$ cat src/rtl/spi_fill_pkg.sv
package spi_fill_pkg;

  typedef enum logic [1:0] {
    ST_IDLE  = 2'd0,
    ST_LOAD  = 2'd1,
    ST_SHIFT = 2'd2
  } xfer_state_e;

  typedef struct packed {
    logic cpol;
    logic cpha;
  } clk_mode_t;

  function automatic clk_mode_t decode_mode(input logic [1:0] code);
    clk_mode_t m;
    m.cpol = code[1];
    m.cpha = code[0];
    return m;
  endfunction

endpackage

$ cat src/rtl/spi_half_timer.sv
module spi_half_timer #(
  parameter int DIV_W = 8
) (
  input  logic             clk,
  input  logic             rst_n,
  input  logic             run_i,
  input  logic [DIV_W-1:0] div_i,
  output logic             tick_o
);

  logic [DIV_W-1:0] cnt_q, cnt_d;

  assign tick_o = run_i && (cnt_q == div_i);

  always_comb begin
    cnt_d = cnt_q;
    if (!run_i || tick_o) begin
      cnt_d = '0;
    end else begin
      cnt_d = cnt_q + 1'b1;
    end
  end

  always_ff @(posedge clk or negedge rst_n) begin
    if (!rst_n) begin
      cnt_q <= '0;
    end else begin
      cnt_q <= cnt_d;
    end
  end

  // ticks are spaced by DIV+1 cycles, so back-to-back ticks need DIV of zero
  AST_TICK_SPACING: assert property (@(posedge clk) disable iff (!rst_n)
    (tick_o && run_i && div_i != '0) |=> !tick_o) else $error("tick spacing");

endmodule

$ cat src/rtl/spi_bit_engine.sv
module spi_bit_engine #(
  parameter int DATA_W = 8
) (
  input  logic              clk,
  input  logic              rst_n,
  input  logic              preset_i,
  input  logic              preset_lvl_i,
  input  logic              load_i,
  input  logic [DATA_W-1:0] load_data_i,
  input  logic              cpol_i,
  input  logic              cpha_i,
  input  logic              tick_i,
  input  logic              miso_i,
  output logic              sck_o,
  output logic              mosi_o,
  output logic [DATA_W-1:0] rx_byte_o,
  output logic              last_edge_o
);

  localparam int EDGES = 2 * DATA_W;
  localparam int EW    = $clog2(EDGES);
  localparam logic [EW-1:0] LAST_EDGE = EW'(EDGES - 1);

  logic [EW-1:0]     edge_q, edge_d;
  logic [DATA_W-1:0] tx_sh_q, tx_sh_d;
  logic [DATA_W-1:0] rx_sh_q, rx_sh_d;
  logic              sck_q, sck_d;
  logic              mosi_q, mosi_d;
  logic              leading;
  logic              sample_now;
  logic              drive_now;

  assign leading     = !edge_q[0];
  assign sample_now  = tick_i && (cpha_i ? !leading : leading);
  assign drive_now   = tick_i && (cpha_i ? leading : (!leading && edge_q != LAST_EDGE));
  assign last_edge_o = tick_i && (edge_q == LAST_EDGE);

  always_comb begin
    edge_d  = edge_q;
    tx_sh_d = tx_sh_q;
    rx_sh_d = rx_sh_q;
    sck_d   = sck_q;
    mosi_d  = mosi_q;
    if (preset_i) begin
      sck_d  = preset_lvl_i;
      mosi_d = preset_lvl_i;
    end else if (load_i) begin
      edge_d  = '0;
      tx_sh_d = load_data_i;
      sck_d   = cpol_i;
      if (!cpha_i) begin
        mosi_d = load_data_i[DATA_W-1];
      end
    end else if (tick_i) begin
      edge_d = edge_q + 1'b1;
      sck_d  = !sck_q;
      if (sample_now) begin
        rx_sh_d = {rx_sh_q[DATA_W-2:0], miso_i};
      end
      if (drive_now) begin
        tx_sh_d = {tx_sh_q[DATA_W-2:0], 1'b0};
        mosi_d  = cpha_i ? tx_sh_q[DATA_W-1] : tx_sh_q[DATA_W-2];
      end
    end
  end

  always_ff @(posedge clk or negedge rst_n) begin
    if (!rst_n) begin
      edge_q  <= '0;
      tx_sh_q <= '0;
      rx_sh_q <= '0;
      sck_q   <= 1'b0;
      mosi_q  <= 1'b0;
    end else begin
      edge_q  <= edge_d;
      tx_sh_q <= tx_sh_d;
      rx_sh_q <= rx_sh_d;
      sck_q   <= sck_d;
      mosi_q  <= mosi_d;
    end
  end

  assign sck_o     = sck_q;
  assign mosi_o    = mosi_q;
  assign rx_byte_o = rx_sh_q;

  // SCK only moves on a timer tick, a byte load or a burst preset
  AST_SCK_ONLY_ON_TICK: assert property (@(posedge clk) disable iff (!rst_n)
    (!tick_i && !load_i && !preset_i) |=> $stable(sck_o)) else $error("sck moved");

  // every tick flips the serial clock
  AST_SCK_TOGGLES: assert property (@(posedge clk) disable iff (!rst_n)
    (tick_i && !load_i && !preset_i) |=> (sck_o != $past(sck_o))) else $error("sck stuck");

endmodule

$ cat src/rtl/spi_fill_master.sv
module spi_fill_master
  import spi_fill_pkg::*;
#(
  parameter int LEN_W  = 8,
  parameter int DIV_W  = 8,
  parameter int DATA_W = 8
) (
  input  logic              clk,
  input  logic              rst_n,
  input  logic              cfg_we_i,
  input  logic [1:0]        cfg_mode_i,
  input  logic [DIV_W-1:0]  cfg_div_i,
  input  logic [DATA_W-1:0] cfg_fill_i,
  input  logic              start_i,
  input  logic [LEN_W-1:0]  tx_len_i,
  input  logic [LEN_W-1:0]  rx_len_i,
  output logic              started_o,
  output logic              end_o,
  output logic              busy_o,
  output logic              tx_rd_o,
  output logic [LEN_W-1:0]  tx_idx_o,
  input  logic [DATA_W-1:0] tx_data_i,
  output logic              rx_wr_o,
  output logic [LEN_W-1:0]  rx_idx_o,
  output logic [DATA_W-1:0] rx_data_o,
  output logic [LEN_W-1:0]  rx_cnt_o,
  output logic              sck_o,
  output logic              mosi_o,
  input  logic              miso_i
);

  // configuration register
  logic [1:0]        cfg_mode_q;
  logic [DIV_W-1:0]  cfg_div_q;
  logic [DATA_W-1:0] cfg_fill_q;
  clk_mode_t         cfg_m;

  // burst state
  xfer_state_e       st_q, st_d;
  logic [LEN_W-1:0]  tx_len_q, rx_len_q, tot_q, tot_d;
  logic [LEN_W-1:0]  idx_q, idx_d;
  logic [LEN_W-1:0]  rx_cnt_q, rx_cnt_d;
  logic              pend_q, pend_d;
  logic              started_q, started_d;
  logic              end_q, end_d;
  logic              latch_en;
  logic [DIV_W-1:0]  div_q;
  logic [DATA_W-1:0] fill_q;
  clk_mode_t         mode_q;

  // datapath links
  logic              tick;
  logic              last_edge;
  logic              byte_load;
  logic [DATA_W-1:0] load_data;
  logic              eng_sck, eng_mosi;
  logic [DATA_W-1:0] rx_byte;

  assign cfg_m = decode_mode(cfg_mode_q);
  assign tot_d = (tx_len_i > rx_len_i) ? tx_len_i : rx_len_i;

  always_ff @(posedge clk or negedge rst_n) begin
    if (!rst_n) begin
      cfg_mode_q <= '0;
      cfg_div_q  <= '0;
      cfg_fill_q <= '0;
    end else if (cfg_we_i) begin
      cfg_mode_q <= cfg_mode_i;
      cfg_div_q  <= cfg_div_i;
      cfg_fill_q <= cfg_fill_i;
    end
  end

  // next-state logic of the burst sequencer
  always_comb begin
    st_d      = st_q;
    idx_d     = idx_q;
    pend_d    = pend_q;
    rx_cnt_d  = rx_cnt_q;
    started_d = 1'b0;
    end_d     = 1'b0;
    latch_en  = 1'b0;
    unique case (st_q)
      ST_IDLE: begin
        if (start_i) begin
          st_d      = ST_LOAD;
          idx_d     = '0;
          pend_d    = 1'b0;
          rx_cnt_d  = '0;
          started_d = 1'b1;
          latch_en  = 1'b1;
        end
      end
      ST_LOAD: begin
        if (pend_q) begin
          rx_cnt_d = rx_cnt_q + 1'b1;
        end
        pend_d = 1'b0;
        if (idx_q == tot_q) begin
          st_d  = ST_IDLE;
          end_d = 1'b1;
        end else begin
          st_d = ST_SHIFT;
        end
      end
      ST_SHIFT: begin
        if (last_edge) begin
          st_d   = ST_LOAD;
          idx_d  = idx_q + 1'b1;
          pend_d = (idx_q < rx_len_q);
        end
      end
      default: st_d = ST_IDLE;
    endcase
  end

  always_ff @(posedge clk or negedge rst_n) begin
    if (!rst_n) begin
      st_q      <= ST_IDLE;
      idx_q     <= '0;
      pend_q    <= 1'b0;
      rx_cnt_q  <= '0;
      started_q <= 1'b0;
      end_q     <= 1'b0;
    end else begin
      st_q      <= st_d;
      idx_q     <= idx_d;
      pend_q    <= pend_d;
      rx_cnt_q  <= rx_cnt_d;
      started_q <= started_d;
      end_q     <= end_d;
    end
  end

  // per-burst settings, captured at the start strobe
  always_ff @(posedge clk or negedge rst_n) begin
    if (!rst_n) begin
      tx_len_q <= '0;
      rx_len_q <= '0;
      tot_q    <= '0;
      div_q    <= '0;
      fill_q   <= '0;
      mode_q   <= '0;
    end else if (latch_en) begin
      tx_len_q <= tx_len_i;
      rx_len_q <= rx_len_i;
      tot_q    <= tot_d;
      div_q    <= cfg_div_q;
      fill_q   <= cfg_fill_q;
      mode_q   <= cfg_m;
    end
  end

  assign byte_load = (st_q == ST_LOAD) && (idx_q != tot_q);
  assign tx_rd_o   = byte_load && (idx_q < tx_len_q);
  assign tx_idx_o  = idx_q;
  assign load_data = tx_rd_o ? tx_data_i : fill_q;

  spi_half_timer #(.DIV_W(DIV_W)) timer_i (
    .clk    (clk),
    .rst_n  (rst_n),
    .run_i  (st_q == ST_SHIFT),
    .div_i  (div_q),
    .tick_o (tick)
  );

  spi_bit_engine #(.DATA_W(DATA_W)) engine_i (
    .clk          (clk),
    .rst_n        (rst_n),
    .preset_i     (latch_en),
    .preset_lvl_i (cfg_m.cpol),
    .load_i       (byte_load),
    .load_data_i  (load_data),
    .cpol_i       (mode_q.cpol),
    .cpha_i       (mode_q.cpha),
    .tick_i       (tick),
    .miso_i       (miso_i),
    .sck_o        (eng_sck),
    .mosi_o       (eng_mosi),
    .rx_byte_o    (rx_byte),
    .last_edge_o  (last_edge)
  );

  assign busy_o    = (st_q != ST_IDLE);
  assign started_o = started_q;
  assign end_o     = end_q;
  assign rx_wr_o   = (st_q == ST_LOAD) && pend_q;
  assign rx_idx_o  = rx_cnt_q;
  assign rx_data_o = rx_byte;
  assign rx_cnt_o  = rx_cnt_q;
  assign sck_o     = busy_o ? eng_sck  : cfg_m.cpol;
  assign mosi_o    = busy_o ? eng_mosi : cfg_m.cpol;

  AST_BUSY_START_IGNORED: assert property (@(posedge clk) disable iff (!rst_n)
    (busy_o && start_i) |=> !started_o) else $error("start while busy");

  AST_STARTED_BUSY: assert property (@(posedge clk) disable iff (!rst_n)
    started_o |-> busy_o) else $error("started without busy");

  AST_END_ONE_CYCLE: assert property (@(posedge clk) disable iff (!rst_n)
    end_o |=> !end_o) else $error("end pulse too long");

  AST_END_IDLE: assert property (@(posedge clk) disable iff (!rst_n)
    end_o |-> !busy_o) else $error("end while busy");

  AST_TX_WITHIN_COUNT: assert property (@(posedge clk) disable iff (!rst_n)
    tx_rd_o |-> (tx_idx_o < tx_len_q)) else $error("tx read beyond count");

  AST_RX_WITHIN_COUNT: assert property (@(posedge clk) disable iff (!rst_n)
    rx_wr_o |-> (rx_idx_o < rx_len_q)) else $error("rx write beyond count");

  AST_IDLE_SCK_LEVEL: assert property (@(posedge clk) disable iff (!rst_n)
    (!busy_o && $past(!busy_o) && $stable(cfg_mode_q)) |-> $stable(sck_o)) else $error("idle sck moved");

endmodule

$ cat config.mk
export PLATFORM = sky130hd
export DESIGN_NAME = spi_fill_master
export DESIGN_NICKNAME = d
export VERILOG_FILES = /design/src/rtl/spi_fill_pkg.sv /design/src/rtl/spi_half_timer.sv /design/src/rtl/spi_bit_engine.sv /design/src/rtl/spi_fill_master.sv
export SDC_FILE = /design/constraint.sdc
export NUM_CORES = 1
export LEC_CHECK = 0
export ABC_CLOCK_PERIOD_IN_PS = 3700
export BUFFER_PORTS_ARGS = -buffer_cell sky130_fd_sc_hd__buf_2
export CAP_MARGIN = 10
export CORE_MARGIN = 5
export CORE_UTILIZATION = 57
export DETAILED_ROUTE_END_ITERATION = 6
export GPL_ROUTABILITY_DRIVEN = 0
export PLACE_DENSITY = 0.87
export RECOVER_POWER = 100
export SETUP_SLACK_MARGIN = 0.5
export SYNTH_ARGS = -nofsm -noshare
export SYNTH_HDL_FRONTEND = slang
export SYNTH_HIERARCHICAL = 1
export SYNTH_SLANG_ARGS = --single-unit
$ cat constraint.sdc
create_clock -name clk -period 3.7 [get_ports clk]
set_clock_uncertainty 0.2 [all_clocks]
set_input_delay 0.37 -clock clk [delete_from_list [all_inputs] [get_ports clk]]
set_output_delay 0.37 -clock clk [all_outputs]
set_load 0.01 [all_outputs]
; ---- After elaboration in Yosys (flattened, before gate mapping)
; Index checks and enable logic that the tools add are counted.
[word_totals]
output_inout_bits = 39
regBits = 111
in_bits = 47
word_cells = 108
[classes]
n_eq_ne = 11
order_cmp = 3
n_reduce_logical = 29
n_bitwise = 2
n_addsub = 4
n_mux = 37
[ops]
columns = cell, count
row1 = $mux 8, 9
row2 = $pmux 8 s2, 2
row3 = $add 8x1->8 const B, 3
row4 = $mux 1, 19
row5 = $eq 8x8->1, 2
row6 = $lt 8x8->1, 2
row7 = $reduce_and 3->1, 5
row8 = $reduce_bool 2->1, 5
row9 = $reduce_bool 3->1, 3
row10 = $gt 8x8->1, 1
row11 = $logic_and 1x1->1, 8
row12 = $mux 4, 2
row13 = $ne 8x8->1, 1
row14 = $mux 2, 3
row15 = $pmux 2 s3, 1
row16 = $add 4x1->4 const B, 1
row17 = $eq 4x4->1 const B, 1
row18 = $ne 2x2->1 const B, 2
row19 = $ne 4x4->1 const B, 1
row20 = $reduce_and 2->1, 2
row21 = $reduce_and 4->1, 1
row22 = $logic_not 1->1, 3
row23 = $ne 3x3->1 const B, 1
row24 = $pmux 1 s3, 1
row25 = 6 further kinds, 7

; ---- Depth between registers and ports, before layout
; Gate-level depths: netlist (run 1).
[depth]
word_depth = 8
mapped_depth = 12
ltp_nobuf = 10

; ---- Hierarchy
; The synthesis (run 1) kept the hierarchy.
[modules_own_cells]
columns = mod, seq_area_each_um2, cells_each, area_each_um2, n_inst
row1 = spi_fill_master, 2026.9, 372, 4061.4, 1
row2 = spi_bit_engine, 550.5, 93, 1117.3, 1
row3 = spi_half_timer, 200.2, 46, 500.5, 1

; ---- Worst setup path after synthesis (run 1)
; No wires, ideal clock.
[synth_path]
path_kind = register to register
startpoint = reg div_q[7]
endpoint = reg engine_i.rx_sh_q[0], in the netlist engine_i/rx_byte_o[0]
slack_ns = 0.835
synth_period_minus_slack_ns = 2.865
required_ns = 3.375
n_path_buf = 2
path_stages_with_launch = 9
t_arrival_ns = 2.540
setup_time_ns = 0.125
path_cell_list = dfrtp_1 > xor2_2 > nor4_2 > and3_1 > buf_4 > and2b_2 > or4b_1 > buf_4 > mux2_4
[synth_between]
elab_chain_len = 4
[synth_rtl]
columns = element, line
row1 = from (decl), spi_fill_master.sv:47  ; logic [DIV_W-1:0] div_q;
row2 = from (signal assigned), spi_fill_master.sv:148  ; div_q <= cfg_div_q;
row3 = $eq 8x8->1 *, spi_half_timer.sv:13  ; assign tick_o = run_i && (cnt_q == div_i);
row4 = $logic_and 1x1->1 *, spi_half_timer.sv:13
row5 = named net tick, spi_fill_master.sv:52  ; logic tick;
row6 = $logic_and 1x1->1, spi_bit_engine.sv:34  ; assign sample_now = tick_i && (cpha_i ? !leading : leading);
row7 = $reduce_and 4->1 (no source line) *, --
row8 = to (signal assigned), spi_bit_engine.sv:77  ; rx_sh_q <= rx_sh_d;
row9 = to (decl), spi_bit_engine.sv:26  ; logic [DATA_W-1:0] rx_sh_q, rx_sh_d;
; Mark *: on every way through the listed nets, which the timed path passes. The rest lies on a longest branch.
; A chain may end at the register's enable or synchronous reset.

; ---- Worst setup path in the final report (run 1)
[layout_path]
startpoint = reg timer_i.cnt_q[3]
endpoint = reg engine_i.rx_sh_q[3], in the netlist engine_i/rx_byte_o[3]
[layout_between]
elab_chain_len = 4
[layout_rtl]
columns = element, line
row1 = from (decl), spi_half_timer.sv:11  ; logic [DIV_W-1:0] cnt_q, cnt_d;
row2 = from (signal assigned), spi_half_timer.sv:28  ; cnt_q <= cnt_d;
row3 = $eq 8x8->1 *, spi_half_timer.sv:13
row4 = $logic_and 1x1->1 *, spi_half_timer.sv:13
row5 = named net tick, spi_fill_master.sv:52
row6 = $logic_and 1x1->1, spi_bit_engine.sv:34
row7 = $reduce_and 4->1 (no source line) *, --
; Marked as above.

==> impl_metrics.json, run 1 <==
{
  "synth_fp_nets": 584,
  "r2r_end": "engine_i/rx_byte_o[3]$_DFFE_PN0P_",
  "r2r_setup_slack_ns": 0.48,
  "crit_chain": "xor2_1 -> nor4_2 -> clkbuf_1 -> and3_1 -> and2b_1 -> or4b_1 -> mux2_1",
  "drt_wl_total_um": 11800,
  "yosysUniqueCellTypes": 52,
  "rsz0062_at_grt": "no",
  "cpLargestDelayFamily": "simple AND/OR/NAND/NOR gates",
  "endpoint_kind": "flip-flop",
  "antenna_left": 0,
  "diodes": 0,
  "routed_via_density": 5.72,
  "pin_count": 86,
  "crit_cells": 7,
  "grt_max_degree": 80,
  "grt_usage": 0.207,
  "startpoint": "timer_i/cnt_q[3]$_DFF_PN0_",
  "cp_num_buf_inv": 1,
  "die_y_um": 110,
  "violations": "max-capacitance violations, max-slew violations",
  "ys_seq_area_frac": 0.489,
  "ff2ff_path_depth": 7,
  "syn_avg_cell_area_um2": 11.1,
  "cts_setup_buffers": 0,
  "nNetsFinal": 661,
  "critPathMaxStageDelay_ns": 0.66,
  "fmax_mhz": 310,
  "power_leakage_nw": 2.95,
  "synth_top_area_share": 0.489,
  "port_buffers": 85,
  "hold_path_class": "in -> reg",
  "r2r-start": "timer_i/cnt_q[3]$_DFF_PN0_",
  "crit_fanout": 9,
  "place_hpwl_um": 8580,
  "endpoint": "engine_i/rx_byte_o[3]$_DFFE_PN0P_",
  "tritoncts": "yes",
  "synth_area_leaders": "dfrtp_1 49%, mux2_2 9.1%, ha_1 5.7%",
  "crit_required_ns": 3.76,
  "ys_warn_count": 6,
  "wire_per_inst_um": 16.2,
  "hold_violations": 0,
  "synth_cells": 511,
  "synth_ff_type": "dfrtp_1",
  "gr-total-overflow": 0,
  "numCtsBuffers": 9,
  "dr_total_vias": 4151,
  "ys_seq_elements": 111,
  "clock_latency_ns": 0.38,
  "fillCellCount": 800,
  "drive_gt1_frac": 0.201,
  "h-tree-depth": 3,
  "drt_iter0_markers": 213,
  "slew_viol_final": 80,
  "fin_util": 0.644,
  "grt_pass1_wl_um": 19500,
  "regArea_um2": 2780,
  "fp.coreArea_um2": 9730,
  "cts-root-buf": "clkbuf_8",
  "area_growth_pct": 10.3,
  "drv_cap": 1,
  "initial_utilization": 0.584,
  "rows": 36,
  "powerDensity_nw_per_um2": 592,
  "worst_ep_arrival_time_ns": 3.28,
  "cts.clk_slew.worst_paths_ns": 0.11,
  "dieArea_um2": 12100,
  "cts.sinks": 111,
  "tns_ns": 0,
  "synth_area_um2": 5680,
  "setup_viol_count_final": 0,
  "status": "finished, violations left",
  "antenna_found_initial": 0,
  "multi_input_area_um2": 2570,
  "slowest_stage": "or4b_1",
  "first_global_vias": 4073,
  "synth_edf_count": 0,
  "async_flop_share": 1.00,
  "ir_worst_vdd_v": 0.000284,
  "critPathKind": "reg -> reg",
  "fin_crit_ns": 3.22,
  "period_share": 0.871,
  "yosys.area.top_type": "dfrtp_1",
  "relSlewSlack": -0.256,
  "max_slew.worst_pin.slew_ns": 1.88,
  "die_x_um": 110,
  "clockBufferDepth": 2,
  "drt-pass1-iter-count": 5,
  "drc_errors": 0,
  "crit_path_start_kind": "flip-flop"
}
## synth_stat cells, drive strengths merged (7+ instances only)
library cell / n
a21oi: 14
mux2: 68
ha: 26
nor2b: 7
inv: 32
dfrtp: 111
buf: 20
clkbuf: 7
xor2: 18
nand4: 11
a211oi: 9
nand2: 37
a31oi: 10
nand3: 9
nor2: 29
o21ai: 42
xnor2: 14
## worst min path at each step
stage | end | from | depth (start not counted)
2_1_floorplan | cfg_div_q[0]$_DFFE_PN0P_ | rst_n | 0
3_3_place_gp | engine_i/tx_sh_q[3]$_DFFE_PN0P_ | engine_i/tx_sh_q[3]$_DFFE_PN0P_ | 1
3_5_place_dp | rx_len_q[3]$_DFFE_PN0P_ | rx_len_q[3]$_DFFE_PN0P_ | 2
4_1_cts | cfg_fill_q[2]$_DFFE_PN0P_ | cfg_fill_i[2] | 2
5_1_grt | engine_i/rx_byte_o[0]$_DFFE_PN0P_ | miso_i | 2
6_report | engine_i/rx_byte_o[0]$_DFFE_PN0P_ | miso_i | 2
## metal layers
layer	track usage	wire, µm	vias to the layer above
li1	-	-	1935
met3	0.0305	742	22
met2	0.325	5630	173
met5	0	0	-
met1	0.286	5150	2021
met4	0.0882	247	0
## sequential cells by signal (all words and copies together) (netlist names), 2 cells and up
name	flops
cfg_div_q	8
cfg_fill_q	8
cfg_m	2
div_q	8
engine_i/edge_q	4
engine_i/rx_byte_o	8
engine_i/tx_sh_q	8
fill_q	8
mode_q	2
rx_cnt_o	8
rx_len_q	8
st_q	2
timer_i/cnt_q	8
tot_q	8
tx_idx_o	8
tx_len_q	8
## worst register-to-register path, stage by stage (launching register included)
cell	delay (ns)
dfrtp_1	0.47
xor2_1	0.19
nor4_2	0.23
clkbuf_1	0.34
and3_1	0.37
and2b_1	0.25
or4b_1	0.66
mux2_1	0.39
## layout by cell type, fill, tap and decap left out, types with 7 or more instances in the layout
cell / netlist / layout
ha_1: 26 / 26
inv_1: 32 / 32
buf_2: 8 / 44
clkbuf_1: 7 / 43
nor2_1: 29 / 28
mux2_1: 14 / 22
nor2b_1: 7 / 7
a211oi_1: 8 / 9
nand3_1: 9 / 9
nand2_1: 37 / 37
xnor2_1: 14 / 14
dfrtp_1: 111 / 111
nand4_1: 11 / 11
clkbuf_8: 0 / 12
o21ai_0: 35 / 39
mux2_2: 46 / 46
a21oi_1: 12 / 13
a31oi_1: 10 / 10
xor2_1: 16 / 17
## cells by family (layout without fill, tap and decap cells)
logic type	after synthesis	in the layout	share of synthesized area
and+or+nand+nor	117	117	0.103
muxes	72	72	0.147
DFF	111	111	0.489
AOI/OAI and AO/OA	93	93	0.102
buffers and inverters	60	142	0.0494
xor gates and xnor gates	32	32	0.0520
adders and majority gates	26	26	0.0573
## what timing repair did
action,in CTS,in global routing
hold buffers,1,0
resized for setup,0,2
endpoints found under the hold margin,77,0
setup endpoints to repair,0,3
## layout make-up
| cell class | instances | share of cell area |
|---|---|---|
| multi-input cells | 340 | 0.411 |
| well taps | 133 | 0.0266 |
| clock inverters | 4 | 0.00440 |
| inverters | 33 | 0.0198 |
| repair buffers | 93 | 0.0681 |
| flip-flops and latches | 111 | 0.444 |
| clock buffers | 12 | 0.0264 |
## power by group
group	internal, mW	leakage (nW)	switching, mW
Sequential	1.56	1.40	0.243
Combinational	0.568	1.45	0.639
Clock	0.302	0.103	0.401
Total	2.43	2.95	1.28
## stage by stage
step | power, mW | hold WS, ns | cells | instance area (µm²) | setup slack (ns)
CTS | 3.75 | 0.00794 | 726 | 6370 | 0.652
floorplan | 2.69 | -0.126 | 511 | 5680 | 0.835
detailed placement | 3.04 | 0.271 | 709 | 6170 | 0.657
finish | 3.71 | 0.0108 | 726 | 6260 | 0.476
global placement | 2.95 | 0.261 | 709 | 6170 | 0.780
global route | 3.96 | -0.00581 | 726 | 6260 | 0.261
Power figures use the tool's default switching activity.
==> inputs of run 2 (changes only) <==
Settings changed: CORE_UTILIZATION 57 to 30, PLACE_DENSITY 0.87 to 0.54.
==> impl_metrics.json, run 2 (same netlist as run 1, synthesis figures left out) <==
{
  "antenna_left": 0,
  "antenna_found_initial": 0,
  "place_hpwl_um": 9720,
  "status": "finished, final reports clean",
  "post-route-cell-area_um2": 6560,
  "powerDensity_nw_per_um2": 618,
  "cts-root-buf": "clkbuf_16",
  "die_x_um": 148,
  "dp_cells": 812,
  "rsz0062_at_grt": "no",
  "setup_viol_count_final": 0,
  "grt_max_degree": 63,
  "die_y_um": 148,
  "fp.coreArea_um2": 18600,
  "power_leakage_nw": 3.02,
  "drive_gt1_frac": 0.207,
  "layout_commonest_cell": "dfrtp_1",
  "placed_area_um2": 6320,
  "clock_latency_ns": 0.35,
  "cts_resized": 0,
  "diodes": 0,
  "max_slew.worst_pin.slew_ns": 1.47,
  "drt_iter0_markers": 176,
  "crit_chain": "xor2_1 -> nor4_2 -> clkbuf_1 -> and3_1 -> nand2_1 -> nor2_1 -> mux2i_1 -> nor3_1 -> and3_1 -> xnor2_1 -> nor2_1",
  "drt-pass1-iter-count": 4,
  "first_global_vias": 4071,
  "period_share": 0.866,
  "pin_count": 86,
  "fmax_mhz": 312,
  "dr_total_vias": 3971,
  "area_growth_pct": 15.6,
  "initial_utilization": 0.305,
  "fin_total_pwr_mw": 4.06,
  "tns_ns": 0,
  "layout.cells.non_filler": 829,
  "cts.clk_slew.worst_paths_ns": 0.08,
  "hold_violations": 0,
  "h-tree-depth": 3,
  "slew_viol_final": 0,
  "post-place-ws_ns": 0.609,
  "fillCellCount": 1916,
  "critPathMaxStageDelay_ns": 0.43,
  "cts.sinks": 111,
  "regArea_um2": 2780,
  "nNetsFinal": 664,
  "drt_wl_total_um": 13100,
  "multi_input_area_um2": 2590,
  "routed_via_density": 4.79,
  "critPathKind": "reg -> reg",
  "setup_slack_ns": 0.497,
  "relSlewSlack": 0.0225,
  "clockBufferDepth": 2,
  "tritoncts": "yes",
  "drv_cap": 0,
  "final_cell_mix": "111 x dfrtp_1, 46 x mux2_2, 46 x buf_2",
  "port_buffers": 85,
  "numCtsBuffers": 9,
  "slowest_stage": "dfrtp_1",
  "ir_worst_vdd_v": 0.000251,
  "crit_fanout": 9,
  "rows": 50,
  "dieArea_um2": 21800,
  "grt_usage": 0.123,
  "wire_per_inst_um": 15.8,
  "gr-total-overflow": 0,
  "grt_pass1_wl_um": 21600,
  "endpoint_kind": "flip-flop",
  "crit_path_start_kind": "flip-flop",
  "fin_crit_ns": 3.20,
  "hold_path_class": "in -> reg",
  "crit_required_ns": 3.68,
  "drc_errors": 0,
  "worst_ep_arrival_time_ns": 3.18
}
-- run 2: per-layer routing --
layer	up-vias	routed length, µm	GRT usage
li1	1939	-	-
met1	1932	6110	0.164
met3	10	606	0.0282
met5	-	0	0
met2	90	6200	0.200
met4	0	184	0.0359
-- run 2: power breakdown --
group | leakage, nW | switching (mW) | internal (mW)
registers | 1.40 | 0.237 | 1.56
clock network | 0.151 | 0.442 | 0.589
logic | 1.48 | 0.645 | 0.586
-- run 2: worst paths after layout --
check	from	endpoint	slack (ns)	cells past startpoint
worst max register to register	timer_i/cnt_q[5]$_DFF_PN0_	tx_idx_o[7]$_DFFE_PN0P_	0.50	11
min in group asynchronous	rst_n	tx_len_q[6]$_DFFE_PN0P_	0.65	2
worst min-delay path	cfg_fill_i[7]	cfg_fill_q[7]$_DFFE_PN0P_	0.04	2
worst min register to register	rx_len_q[7]$_DFFE_PN0P_	rx_len_q[7]$_DFFE_PN0P_	0.29	2
max in group asynchronous	rst_n	mode_q[0]$_DFFE_PN0P_	1.71	3
worst max-delay path	timer_i/cnt_q[5]$_DFF_PN0_	tx_idx_o[7]$_DFFE_PN0P_	0.50	11
-- run 2: repair_timing --
action / 4_1_cts / 5_1_grt
endpoints found under the setup margin: 0 / 7
hold buffers: 1 / 0
endpoints found under the hold margin: 49 / 0
setup buffers: 0 / 1
-- run 2: cell type report --
class                           instances  share of cell area
Inverter                               33              0.0189
Timing Repair Buffer                   96              0.0711
Clock buffer                            9              0.0343
Sequential cell                       111               0.423
Tap cell                              234              0.0446
Multi-Input combinational cell        340               0.395
Clock inverter                          6              0.0132
-- run 2: per-stage QoR --
stage	util	hold slack (ns)
after global routing	0.352	0.0332
final	0.352	0.0431
after floorplan	-	-0.126
after CTS	0.356	0.0266
after global placement	0.339	0.253
after detailed placement	0.339	0.266
-- run 2: critical path: cells and delay by family, from the launching register on --
family | cells | cell delay, ns
buffers and inverters | 1 | 0.33
xor gates and xnor gates | 2 | 0.27
DFF | 1 | 0.43
and+or+nand+nor | 7 | 1.64
muxes | 1 | 0.17
